`config.mk`:
```
export PLATFORM = sky130hd
export DESIGN_NAME = usb_dev_state_tracker
export DESIGN_NICKNAME = d
export VERILOG_FILES = /design/src/rtl/usb_dst_pkg.sv /design/src/rtl/usb_dst_sync.sv /design/src/rtl/usb_dst_vbus_filter.sv /design/src/rtl/usb_dst_state_fsm.sv /design/src/rtl/usb_dev_state_tracker.sv
export SDC_FILE = /design/constraint.sdc
export NUM_CORES = 1
export LEC_CHECK = 0
export BUFFER_PORTS_ARGS = -buffer_cell sky130_fd_sc_hd__buf_2
export CAP_MARGIN = 25
export CORE_UTILIZATION = 50
export CTS_CLUSTER_DIAMETER = 100
export CTS_CLUSTER_SIZE = 10
export DETAILED_ROUTE_END_ITERATION = 10
export GPL_TIMING_DRIVEN = 0
export PLACE_DENSITY = 0.75
export SYNTH_ARGS = -nofsm -noshare
export SYNTH_HDL_FRONTEND = slang
export SYNTH_HIERARCHICAL = 1
export SYNTH_SLANG_ARGS = --single-unit
export TNS_END_PERCENT = 30
```
`constraint.sdc`:
```
create_clock -name clk -period 0.8 [get_ports clk]
set_input_delay 0.24 -clock clk [delete_from_list [all_inputs] [get_ports clk]]
set_output_delay 0.24 -clock clk [all_outputs]
set_load 0.03 [all_outputs]
```
`src/rtl/usb_dst_pkg.sv`:
```
package usb_dst_pkg;

  localparam int STATE_W = 3;

  // bit 2 marks suspension; bits 1:0 keep the awake state
  typedef enum logic [STATE_W-1:0] {
    ST_POWERED  = 3'b000,
    ST_DEFAULT  = 3'b001,
    ST_ADDRESS  = 3'b010,
    ST_CONFIG   = 3'b011,
    ST_SUSP_PWR = 3'b100,
    ST_SUSP_DEF = 3'b101,
    ST_SUSP_ADR = 3'b110,
    ST_SUSP_CFG = 3'b111
  } dev_state_t;

  typedef struct packed {
    logic sw_reset;
    logic bus_reset;
    logic suspend;
    logic resume;
    logic set_addr;
    logic addr_zero;
    logic set_cfg;
    logic cfg_zero;
  } dev_event_t;

endpackage

```
`src/rtl/usb_dst_sync.sv`:
```
module usb_dst_sync #(
  parameter int STAGES = 2
) (
  input  logic clk,
  input  logic rst_n,
  input  logic d_i,
  output logic q_o
);

  logic [STAGES-1:0] chain_q;
  logic [STAGES-1:0] chain_d;

  generate
    if (STAGES == 1) begin : g_single
      always_comb chain_d = d_i;
    end else begin : g_multi
      always_comb chain_d = {chain_q[STAGES-2:0], d_i};
    end
  endgenerate

  always_ff @(posedge clk or negedge rst_n) begin
    if (!rst_n) chain_q <= '0;
    else        chain_q <= chain_d;
  end

  assign q_o = chain_q[STAGES-1];

endmodule

```
`src/rtl/usb_dst_vbus_filter.sv`:
```
module usb_dst_vbus_filter #(
  parameter int STROBE_DIV     = 16,
  parameter int STABLE_SAMPLES = 3
) (
  input  logic clk,
  input  logic rst_n,
  input  logic vbus_sync_i,
  input  logic chg_clr_i,
  output logic level_o,
  output logic chg_o
);

  localparam int CNT_W = (STROBE_DIV > 1) ? $clog2(STROBE_DIV) : 1;
  localparam logic [CNT_W-1:0] CNT_LAST = CNT_W'(STROBE_DIV - 1);

  logic [CNT_W-1:0]          cnt_q, cnt_d;
  logic                      strobe;
  logic [STABLE_SAMPLES-1:0] hist_q, hist_d;
  logic                      level_q, level_d;
  logic                      chg_q, chg_d;
  logic                      run_high, run_low;

  // sample strobe generator
  assign strobe = (cnt_q == CNT_LAST);

  always_comb begin
    cnt_d = cnt_q;
    if (strobe) cnt_d = '0;
    else        cnt_d = cnt_q + 1'b1;
  end

  // sample history shifted once per strobe
  always_comb begin
    hist_d = hist_q;
    if (strobe) hist_d = {hist_q[STABLE_SAMPLES-2:0], vbus_sync_i};
  end

  assign run_high = &hist_q;
  assign run_low  = ~|hist_q;

  always_comb begin
    level_d = level_q;
    if (run_high)     level_d = 1'b1;
    else if (run_low) level_d = 1'b0;
  end

  always_comb begin
    chg_d = chg_q;
    if (chg_clr_i)          chg_d = 1'b0;
    if (level_d != level_q) chg_d = 1'b1;
  end

  always_ff @(posedge clk or negedge rst_n) begin
    if (!rst_n) begin
      cnt_q   <= '0;
      hist_q  <= '0;
      level_q <= 1'b0;
      chg_q   <= 1'b0;
    end else begin
      cnt_q   <= cnt_d;
      hist_q  <= hist_d;
      level_q <= level_d;
      chg_q   <= chg_d;
    end
  end

  assign level_o = level_q;
  assign chg_o   = chg_q;

  // an accepted level is backed by a full run of matching samples
  p_level_run_r10: assert property (@(posedge clk) disable iff (!rst_n)
    !$stable(level_q) |-> (hist_q == {STABLE_SAMPLES{level_q}}));

  // each accepted level change raises the flag
  p_flag_on_change_r11: assert property (@(posedge clk) disable iff (!rst_n)
    !$stable(level_q) |-> chg_q);

  // the flag holds until cleared
  p_flag_hold_r11: assert property (@(posedge clk) disable iff (!rst_n)
    (chg_q && !chg_clr_i) |=> chg_q);

  initial begin
    a_params_r10: assert (STABLE_SAMPLES >= 2 && STROBE_DIV >= 2);
  end

endmodule

```
`src/rtl/usb_dst_state_fsm.sv`:
```
module usb_dst_state_fsm
  import usb_dst_pkg::*;
(
  input  logic                clk,
  input  logic                rst_n,
  input  dev_event_t          ev_i,
  output logic [STATE_W-1:0]  state_o,
  output logic                chg_o
);

  dev_state_t cur_q, nxt;
  logic       chg_q;
  logic       awake_addr_ok, awake_cfg_ok;

  assign awake_addr_ok = (cur_q == ST_DEFAULT) || (cur_q == ST_ADDRESS);
  assign awake_cfg_ok  = (cur_q == ST_ADDRESS) || (cur_q == ST_CONFIG);

  always_comb begin
    nxt = cur_q;
    if (ev_i.sw_reset) begin
      nxt = ST_POWERED;
    end else if (ev_i.bus_reset) begin
      nxt = ST_DEFAULT;
    end else if (cur_q[2]) begin
      if (ev_i.resume) nxt = dev_state_t'({1'b0, cur_q[1:0]});
    end else if (ev_i.suspend) begin
      nxt = dev_state_t'({1'b1, cur_q[1:0]});
    end else if (ev_i.set_cfg && awake_cfg_ok) begin
      nxt = ev_i.cfg_zero ? ST_ADDRESS : ST_CONFIG;
    end else if (ev_i.set_addr && awake_addr_ok) begin
      nxt = ev_i.addr_zero ? ST_DEFAULT : ST_ADDRESS;
    end
  end

  always_ff @(posedge clk or negedge rst_n) begin
    if (!rst_n) begin
      cur_q <= ST_POWERED;
      chg_q <= 1'b0;
    end else begin
      cur_q <= nxt;
      chg_q <= (nxt != cur_q);
    end
  end

  assign state_o = cur_q;
  assign chg_o   = chg_q;

  // software reset lands in Powered
  p_swrst_r2: assert property (@(posedge clk) disable iff (!rst_n)
    ev_i.sw_reset |=> (state_o == ST_POWERED));

  // bus reset lands in Default
  p_busrst_r3: assert property (@(posedge clk) disable iff (!rst_n)
    (ev_i.bus_reset && !ev_i.sw_reset) |=> (state_o == ST_DEFAULT));

  // resume restores the awake code kept in the low bits
  p_resume_r7: assert property (@(posedge clk) disable iff (!rst_n)
    (state_o[2] && ev_i.resume && !ev_i.sw_reset && !ev_i.bus_reset)
      |=> (state_o == {1'b0, $past(state_o[1:0])}));

  // change pulse marks exactly the cycles with a new code
  p_chg_pulse_r9: assert property (@(posedge clk) disable iff (!rst_n)
    chg_o == (state_o != $past(state_o)));

endmodule

```
`src/rtl/usb_dev_state_tracker.sv`:
```
module usb_dev_state_tracker
  import usb_dst_pkg::*;
#(
  parameter int SYNC_STAGES    = 2,
  parameter int STROBE_DIV     = 16,
  parameter int STABLE_SAMPLES = 3
) (
  input  logic       clk,
  input  logic       rst_n,
  input  logic       sw_reset_i,
  input  logic       bus_reset_i,
  input  logic       suspend_i,
  input  logic       resume_i,
  input  logic       set_addr_i,
  input  logic       addr_zero_i,
  input  logic       set_cfg_i,
  input  logic       cfg_zero_i,
  input  logic       vbus_i,
  input  logic       vbus_chg_clr_i,
  output logic [2:0] dev_state_o,
  output logic       state_chg_o,
  output logic       vbus_level_o,
  output logic       vbus_chg_o
);

  logic       rst_sync_n;
  logic       vbus_sync;
  dev_event_t ev;

  // reset asserts at once, releases on a clock edge
  usb_dst_sync #(.STAGES(2)) u_rst_sync (
    .clk   (clk),
    .rst_n (rst_n),
    .d_i   (1'b1),
    .q_o   (rst_sync_n)
  );

  usb_dst_sync #(.STAGES(SYNC_STAGES)) u_vbus_sync (
    .clk   (clk),
    .rst_n (rst_sync_n),
    .d_i   (vbus_i),
    .q_o   (vbus_sync)
  );

  usb_dst_vbus_filter #(
    .STROBE_DIV     (STROBE_DIV),
    .STABLE_SAMPLES (STABLE_SAMPLES)
  ) u_vbus_filter (
    .clk         (clk),
    .rst_n       (rst_sync_n),
    .vbus_sync_i (vbus_sync),
    .chg_clr_i   (vbus_chg_clr_i),
    .level_o     (vbus_level_o),
    .chg_o       (vbus_chg_o)
  );

  always_comb begin
    ev.sw_reset  = sw_reset_i;
    ev.bus_reset = bus_reset_i;
    ev.suspend   = suspend_i;
    ev.resume    = resume_i;
    ev.set_addr  = set_addr_i;
    ev.addr_zero = addr_zero_i;
    ev.set_cfg   = set_cfg_i;
    ev.cfg_zero  = cfg_zero_i;
  end

  usb_dst_state_fsm u_fsm (
    .clk     (clk),
    .rst_n   (rst_sync_n),
    .ev_i    (ev),
    .state_o (dev_state_o),
    .chg_o   (state_chg_o)
  );

  // hardware reset holds the state at Powered
  p_hwrst_powered_r1: assert property (@(posedge clk)
    !rst_n |=> (dev_state_o == 3'b000 && !state_chg_o));

endmodule

```
==> qor.yml, run 1 <==
total_power_mw: 1.63
grtUsageTotal_pct: 21.4
violations: "setup timing"
cts.clk_slew.worst_paths_ns: 0.09
drt_iter0_drc: 10
layout-drive-gt1-share_pct: 47.9
num_io_pins: 18
die_h_um: 41.1
ys.flop_type: "dfrtp_1"
irDropWorstVdd_uv: 1310
synth_area_leader_cell: "dfrtp_1"
yosysMostFrequentCell: "dfrtp_1"
finalCritPeriodShare_pct: 197
synth_cells: 65
endpoint_kind: "flop"
leakage_nw: 0.505
drcViolationCount: 0
grt_pass1_wl_um: 2130
worst_slack_ns: -0.775
gp_congestion: 0.635
crit_fanout: 7
diodes: 0
die_w_um: 41.1
avgViaCountPerCell: 5.79
seq_area_frac_synth_pct: 55.6
cts_tree: "built"
grt_max_degree: 16
fmax_mhz: 635
ant_nets: 0
yosys_warnings: 6
clk_path_buf_depth: 2
synth_fp_nets: 78
grt_pass1_vias: 517
synth_common_cells: "dfrtp_1, nand2_1"
numCtsBuffers: 3
synth-edff-count: 0
cp_data_required_time_ns: 1.02
final_cell_count_no_fill: 111
drt-total-wl_um: 1730
status: "finished with violations"
rsz0062_at_grt: "yes"
syn_avg_cell_area_um2: 11.8
hp-class: "primary input to flop"
worstPathArrival_ns: 1.80
synth_seq_cells: 17
path_class: "flop to flop"
synth_top_area_share_pct: 55.6
yosys-top-cells-area: "dfrtp_1, mux2_1, o22ai_4, or4b_1, nor4b_1"
area.growth.synth_to_final_pct: 43.5
cts-htree-levels: 1
setup_violations: 17
dp.cells: 97
die_area_um2: 1690
utilization_pct: 80.3
fin_skew_ns: 0.0112
initial_core_util_pct: 56.0
grt_antenna_before_repair: 0
rr_worst_depth: 4
clock-root-buffer: "clkbuf_4"
ys_types: 29
final-max-slew-violation-count: 0
hold_depth: 1
rows: 13
worstSkewPairLatency_ns: 0.30
wl_per_cell_um: 15.5
netlist_area_um2: 764
hold_ws_ns: 0.0544
cts_sinks: 17
power_density_nw_per_um2: 1490
synthArstFlopShare_pct: 100
core_um2: 1370
layout.nets: 110
cap_violations: 0
first_pass_iters: 4
final_hold_viol_count: 0
post-route-min-period_ns: 1.57
vias: 643
port_buffers: 17
critPathLaunchType: "flop"
overflow: 0
hpwl_um: 1020
tns_ns: -6.38
==> stage by stage <==
stage / cell area (µm²) / setup slack [ns]
2_1_floorplan: 772 / -0.847
3_3_place_gp: 876 / -0.828
3_5_place_dp: 876 / -0.866
4_1_cts: 1040 / -0.761
5_1_grt: 1100 / -0.793
6_report: 1100 / -0.775
==> what timing repair did <==
action / CTS / global route
resized for setup: 14 / 16
hold buffers: 1 / 0
endpoints found under the hold margin: 2 / 0
buffers inserted: 8 / 1
cloned: 0 / 0
pin swaps: 3 / 3
endpoints found under the setup margin: 19 / 20
==> worst paths after layout <==
check / end / from / slack [ns]
min in group asynchronous: u_fsm/state_o[1] / u_rst_sync/chain_q[1] / 0.15
worst max-delay path: u_fsm/chg_o / u_fsm/state_o[0] / -0.77
max in group asynchronous: u_fsm/state_o[2] / u_rst_sync/chain_q[1] / 0.37
worst min-delay path: u_vbus_sync/chain_q[0] / vbus_i / 0.05
worst min register to register: u_fsm/state_o[1] / u_rst_sync/chain_q[1] / 0.15
worst max register to register: u_fsm/chg_o / u_fsm/state_o[0] / -0.77
==> where the power goes <==
part	switching, mW	internal (mW)
sequential	0.0406	0.893
clock	0.252	0.194
combinational	0.127	0.124
==> critical path, cell delays in order (launching register included) <==
cell     delay, ns
dfrtp_2       0.47
or4bb_1       0.56
nor3_4        0.20
nor3_1        0.10
mux2i_1       0.16
==> flip-flops by register name, summed over array words and instances (netlist names) <==
signal,flops
u_vbus_filter/level_o,1
u_vbus_filter/hist_q,3
u_fsm/state_o,3
u_vbus_sync/chain_q,2
u_vbus_filter/chg_o,1
u_rst_sync/chain_q,2
u_vbus_filter/cnt_q,4
u_fsm/chg_o,1
==> cell usage in the layout (no fill, tap or decap), types with 2 or more instances in the layout <==
| master | Yosys | layout |
|---|---|---|
| dfrtp_1 | 17 | 14 |
| buf_2 | 0 | 13 |
| buf_6 | 0 | 9 |
| buf_4 | 0 | 4 |
| nand2_1 | 4 | 4 |
| clkbuf_4 | 0 | 3 |
| nor2_1 | 3 | 3 |
| a21oi_1 | 3 | 3 |
| inv_1 | 3 | 3 |
| dfrtp_2 | 0 | 3 |
| mux2_4 | 0 | 3 |
| or4b_1 | 2 | 2 |
| o21ai_0 | 3 | 2 |
| nor3_1 | 3 | 2 |
==> cell families (layout without fill, tap and decap cells) <==
logic type	after synthesis	after routing	share of synthesized area, %
and+or+nand+nor	25	25	21.1
adders and majority gates	1	1	1.64
other	1	1	0.491
buffers and inverters	3	34	1.47
xor gates and xnor gates	1	1	1.15
AOI/OAI and AO/OA	13	13	12.8
DFF	17	17	55.6
muxes	4	4	5.73
==> final cells by class <==
cell class                      count  area [µm²]
Clock buffer                        4        26.3
Fill cell                          86         269
Inverter                            3        11.3
Multi-Input combinational cell     45         405
Sequential cell                    17         429
Tap cell                           15        18.8
Timing Repair Buffer               27         206
==> metal layers <==
| metal | global-route usage, % | vias up | share of wire [%] |
|---|---|---|---|
| met5 | 0 | - | 0 |
| met2 | 29.7 | 14 | 50 |
| met3 | 9.78 | 4 | 4.2 |
| met1 | 27.5 | 318 | 44 |
| li1 | - | 307 | - |
| met4 | 12.1 | 0 | 1.9 |
Note: power is estimated with default switching activity, not from simulation.
==> inputs of run 2 (changes only) <==
- ABC_AREA: not set -> 1
- CORE_UTILIZATION: 50 -> 51
- HOLD_SLACK_MARGIN: not set -> 0.08
- PLACE_DENSITY: 0.75 -> 0.76
==> run 2 against run 1 <==
The flow finishes with violations (DRC, setup timing); clock-buffer cell count stayed put; sequential cell count stayed put; hold slack better by 0.12 ns; first-iteration DRC count is 10% higher; global-route usage is 0.75 points lower; register-to-register slack better by 0.29 ns; combinational power is 5% higher; sequential power is 0.4% higher; power is 1.6% higher; utilization is 6.2 points lower; critical path type unchanged; largest cell class unchanged.
==> qor.yml, run 2 <==
synth_top_family_by_area: "simple AND/OR/NAND/NOR gates"
p_seq_share_pct: 56.5
die_w_um: 42.1
layout.nets: 142
final_cell_mix: "nand2_1, inv_1, dfrtp_1"
synth_compound_area_share_pct: 4.11
numCtsBuffers: 3
clock-root-buffer: "clkbuf_4"
critPathMaxStageDelay_ns: 0.42
power_frac_clock_pct: 27.5
rows: 14
syn_avg_cell_area_um2: 8.47
drcViolationCount: 1
hpwl_um: 1110
p_int_mw: 1.21
synthXorXnorAreaFrac_pct: 2.13
final_hold_viol_count: 0
slowest_stage: "dfrtp_2"
post-route-min-period_ns: 1.29
setup_violations: 18
die_area_um2: 1780
port_buffers: 17
hp-class: "flop to async pin"
path_class: "flop to flop"
fmax_mhz: 778
avgViaCountPerCell: 4.85
worstSkewPairLatency_ns: 0.30
switchingPower_uw: 446
worstPathArrival_ns: 1.46
ant_nets: 0
cp_data_required_time_ns: 0.97
n_fill_cell: 108
cap_violations: 0
synth_area_leader_cell: "dfrtp_1"
core_um2: 1510
vias: 698
status: "finished with violations"
grt_pass1_vias: 677
final_common_cell: "nand2_1"
synth_top_area_share_pct: 51.8
synth_fp_nets: 110
grtUsageTotal_pct: 20.7
swShare_pct: 26.9
cts.clk_slew.worst_paths_ns: 0.10
seq_area_frac_synth_pct: 51.8
layout-drive-gt1-share_pct: 39.1
leakage_nw: 0.607
dp_slack_ns: -0.491
num_io_pins: 18
tns_ns: -4.27
endpoint_kind: "flop"
synth_mux_area_share_pct: 0
die_h_um: 42.1
worst_slack_ns: -0.485
irDropWorstVdd_uv: 1340
netlist_area_um2: 822
synth_common_cells: "nand2_1, dfrtp_1, inv_1, nand3_1, nor2_1"
ys.flop_type: "dfrtp_1"
gp_congestion: 0.809
grt_pass1_wl_um: 2710
first_pass_iters: 7
fin_skew_ns: 0.0136
cts_sinks: 17
synthArstFlopShare_pct: 100
grt_antenna_before_repair: 0
regMostFlops: "u_vbus_filter/cnt_q"
yosysMostFrequentCell: "nand2_1"
clk_path_buf_depth: 2
cts-htree-levels: 1
drt_iter0_drc: 11
synth_fa_ha_area_share_pct: 1.52
power_density_nw_per_um2: 1490
synth_simple_gate_area_share_pct: 30.1
p_comb_share_pct: 15.9
cts_tree: "built"
grt_max_degree: 16
overflow: 0
synth_seq_cells: 17
wl_per_cell_um: 11.3
synth_cells: 97
synth-edff-count: 0
yosys_warnings: 6
violations: "DRC, setup timing"
diodes: 0
crit_fanout: 5
initial_core_util_pct: 54.6
ys_types: 18
area.growth.synth_to_final_pct: 35.8
finalCritPeriodShare_pct: 161
drt-total-wl_um: 1630
crit_chain: "buf_6, inv_4, nand2_4, nand2_4, nor2_2, nand3_2, nand2_1, nand2_1, nand2_1, nor2_1, nand3_1"
utilization_pct: 74.1
critPathLaunchType: "flop"
cp_common_cell: "nand2_1"
total_power_mw: 1.66
largest_reg_flops: 4
yosys-top-cells-area: "dfrtp_1, nand2_1, inv_1, nand3_1, nor2_1"
final-max-slew-violation-count: 0
rsz0062_at_grt: "yes"
## run 2: cell types whose count changed in the layout (fill, tap and decap cells not counted), moves of 3 or more
cell     delta
nor2_2      +4
nand2_1    +17
nand4_1     +4
a21oi_1     -3
mux2_4      -3
buf_4       +5
nand3_1     +9
inv_1      +13
nand2_2     +3
buf_6       -4
## run 2: worst paths after layout
kind,endpoint,slack [ns],cells after the start,startpoint
worst max-delay path,u_fsm/chg_o,-0.49,11,u_fsm/state_o[1]
worst min-delay path,u_vbus_filter/level_o,0.17,0,u_rst_sync/chain_q[1]
worst max register to register,u_fsm/chg_o,-0.49,11,u_fsm/state_o[1]
worst min register to register,u_vbus_filter/level_o,0.17,0,u_rst_sync/chain_q[1]
max in group asynchronous,u_fsm/state_o[0],0.34,0,u_rst_sync/chain_q[1]
min in group clk,u_vbus_filter/chg_o,0.19,4,vbus_chg_clr_i
## run 2: logic make-up (layout without fill, tap and decap cells)
| family | count (synthesis) | in the layout |
|---|---|---|
| adders and majority gates | 1 | 1 |
| other | 1 | 1 |
| DFF | 17 | 17 |
| AOI/OAI and AO/OA | 5 | 5 |
| and+or+nand+nor | 52 | 52 |
| xor gates and xnor gates | 2 | 2 |
| buffers and inverters | 19 | 50 |
## run 2: critical path, delay by kind of cell (launching register included)
kind / cells / cell delay [ns]
buf+inv: 2 / 0.18
flops: 1 / 0.42
simple gates: 9 / 0.56
## run 2: per-stage QoR
step,area (µm²),cells,hold WS [ns]
detailed placement,933,130,0.0351
CTS,1050,140,0.195
finish,1120,144,0.173
global placement,933,130,0.0250
global route,1120,144,0.202
floorplan,828,97,-0.0556
## run 2: final cells by class
type	instances	area (µm²)	area share, %
sequential	17	430	38.6
timing repair buffer	27	193	17.3
inverter	18	70.1	6.28
tap	16	20.0	1.79
multi-input combinational	61	365	32.7
clock buffer	4	26.3	2.35
buffer	1	11.3	1.01
## run 2: power by group through the flow
| stage | Combinational [mW] | Clock (mW) | Sequential (mW) |
|---|---|---|---|
| 2_1_floorplan | 0.0967 | 0 | 0.972 |
| 3_3_place_gp | 0.186 | 0 | 0.947 |
| 3_5_place_dp | 0.193 | 0 | 0.950 |
| 4_1_cts | 0.223 | 0.461 | 0.937 |
| 5_1_grt | 0.289 | 0.502 | 0.945 |
| 6_report | 0.264 | 0.456 | 0.938 |
## run 2: timing repair
item | in CTS | in global routing
buffers inserted | 4 | 4
setup endpoints to repair | 18 | 21
resized for setup | 12 | 11
pin swaps | 5 | 8
hold buffers | 2 | 0
hold endpoints to repair | 3 | 0
## run 2: routing by layer
layer	routed length, µm	GRT usage, %
met1	681	22.9
met3	54	5.17
met2	874	36.9
met4	14	10.0
met5	0	0
==> inputs of run 3 (changes only) <==
- PLACE_DENSITY: 0.76 -> not set
- PLACE_DENSITY_LB_ADDON: not set -> 0.3
- RECOVER_POWER: not set -> 50
==> run 3 against run 2 <==
The flow still finishes with violations (DRC, setup timing); clock-buffer cell count is 1 lower; wire length is 1.0% higher; register-to-register slack worse by 0.05 ns.
==> qor.yml, run 3 (synthesis results as in run 2) <==
fin_skew_ns: 0.00922
worst_slack_ns: -0.539
grt_antenna_before_repair: 0
path_class: "flop to flop"
die_area_um2: 1780
clock-root-buffer: "clkbuf_4"
drt-total-wl_um: 1640
wl_met1_um: 672
rr_worst_depth: 11
finalCritPeriodShare_pct: 167
r2r_end: "u_fsm/chg_o"
wl_per_cell_um: 11.6
grt_max_degree: 16
layout.nets: 140
final_hold_viol_count: 0
rrSetupSlack_ns: -0.54
clk_path_buf_depth: 2
drt_iter0_drc: 18
r2r-start: "u_fsm/state_o[1]"
initial_core_util_pct: 54.6
met3_length_um: 75
first_pass_iters: 7
grt_pass1_wl_um: 2620
gp_congestion: 0.781
overflow: 0
final-max-slew-violation-count: 0
tns_ns: -4.53
power_density_nw_per_um2: 1500
post-route-min-period_ns: 1.34
leakage_nw: 0.590
cap_violations: 0
final_cell_mix: "nand2_1, inv_1, dfrtp_1"
die_h_um: 42.1
grt_pass1_vias: 615
regMostFlops: "u_vbus_filter/cnt_q"
rsz0062_at_grt: "yes"
final_common_cell: "nand2_1"
layout-drive-gt1-share_pct: 38.1
status: "finished with violations"
cts_sinks: 17
area.growth.synth_to_final_pct: 35.5
num_io_pins: 18
cts.clk_slew.worst_paths_ns: 0.10
numCtsBuffers: 3
hp-class: "flop to async pin"
cts-htree-levels: 1
endpoint_kind: "flop"
port_buffers: 17
grtUsageTotal_pct: 20.3
n_fill_cell: 103
total_power_mw: 1.67
worstSkewPairLatency_ns: 0.30
diodes: 0
die_w_um: 42.1
route.top_layer_used: "met4"
irDropWorstVdd_uv: 1620
ant_nets: 0
vias: 727
setup_violations: 18
final_cell_count_no_fill: 142
crit_fanout: 5
met2WireLength_um: 818
utilization_pct: 73.9
fmax_mhz: 747
dp_slack_ns: -0.502
dp.cells: 130
cts_tree: "built"
violations: "DRC, setup timing"
core_um2: 1510
cp_data_required_time_ns: 0.99
rows: 14
hpwl_um: 1080
drcViolationCount: 1
largest_reg_flops: 4
avgViaCountPerCell: 5.12
critPathLaunchType: "flop"
worstPathArrival_ns: 1.53
==> run 3: cell types whose count changed in the layout (fill, tap and decap cells not counted) <==
cell        previous run  this run
clkinvlp_4             0         1
o21ai_2                1         2
buf_2                 12        10
buf_4                  9         5
o21ai_1                3         2
buf_6                  5         8
nand2_1               21        22
nand2_4                2         1
==> run 3: per-layer routing <==
metal / vias up / track usage [%]
met1: 335 / 22.8
met4: 0 / 15.0
met2: 23 / 33.1
li1: 360 / -
met3: 9 / 5.17
met5: - / 0
==> run 3: worst max-delay path, cell delays in order (launching register included) <==
cell	delay, ns
dfrtp_2	0.42
buf_6	0.13
inv_4	0.05
nand2_4	0.04
nand2_2	0.07
nor2_2	0.04
nand3_2	0.06
nand2_1	0.06
nand2_1	0.08
nand2_1	0.08
nor2_1	0.11
nand3_1	0.08
==> run 3: how the worst max path moves through the flow <==
stage | from | end | slack (ns) | cells past startpoint
after floorplan | u_fsm/state_o[1] | u_fsm/chg_o | -0.46 | 11
after global placement | u_fsm/state_o[2] | u_fsm/chg_o | -0.48 | 8
after detailed placement | u_fsm/state_o[2] | u_fsm/chg_o | -0.50 | 9
after CTS | u_fsm/state_o[1] | u_fsm/chg_o | -0.46 | 11
after global routing | u_fsm/state_o[1] | u_fsm/chg_o | -0.61 | 11
final | u_fsm/state_o[1] | u_fsm/chg_o | -0.54 | 11
==> run 3: cell type report <==
cell class              instances  area (µm²)  area share [%]
plain buffers                   1        11.3            1.01
well taps                      16        20.0            1.80
multi-input cells              61         362            32.5
clock inverters                 1        7.51           0.674
inverters                      18        70.1            6.29
clock buffers                   3        22.5            2.02
flip-flops and latches         17         430            38.7
repair buffers                 25         190            17.1
==> run 3: what timing repair did <==
action                                  CTS  global route
buffers inserted                          3             3
endpoints found under the setup margin   19            21
hold buffers                              2             0
hold endpoints to repair                  3             0
pin swaps                                10             7
gates resized for setup                  16            11
==> run 3: where the power goes <==
part	internal (mW)	switching, mW	leakage, nW	total, mW
combinational	0.119	0.139	0.364	0.258
clock	0.191	0.283	0.0139	0.474
sequential	0.894	0.0429	0.212	0.937
total	1.20	0.464	0.590	1.67
==> run 3: through the flow <==
step                cell area [µm²]  hold WS, ns
global route                   1110        0.193
floorplan                       828      -0.0556
CTS                            1070        0.180
detailed placement              933       0.0285
global placement                933       0.0267
finish                         1110        0.169
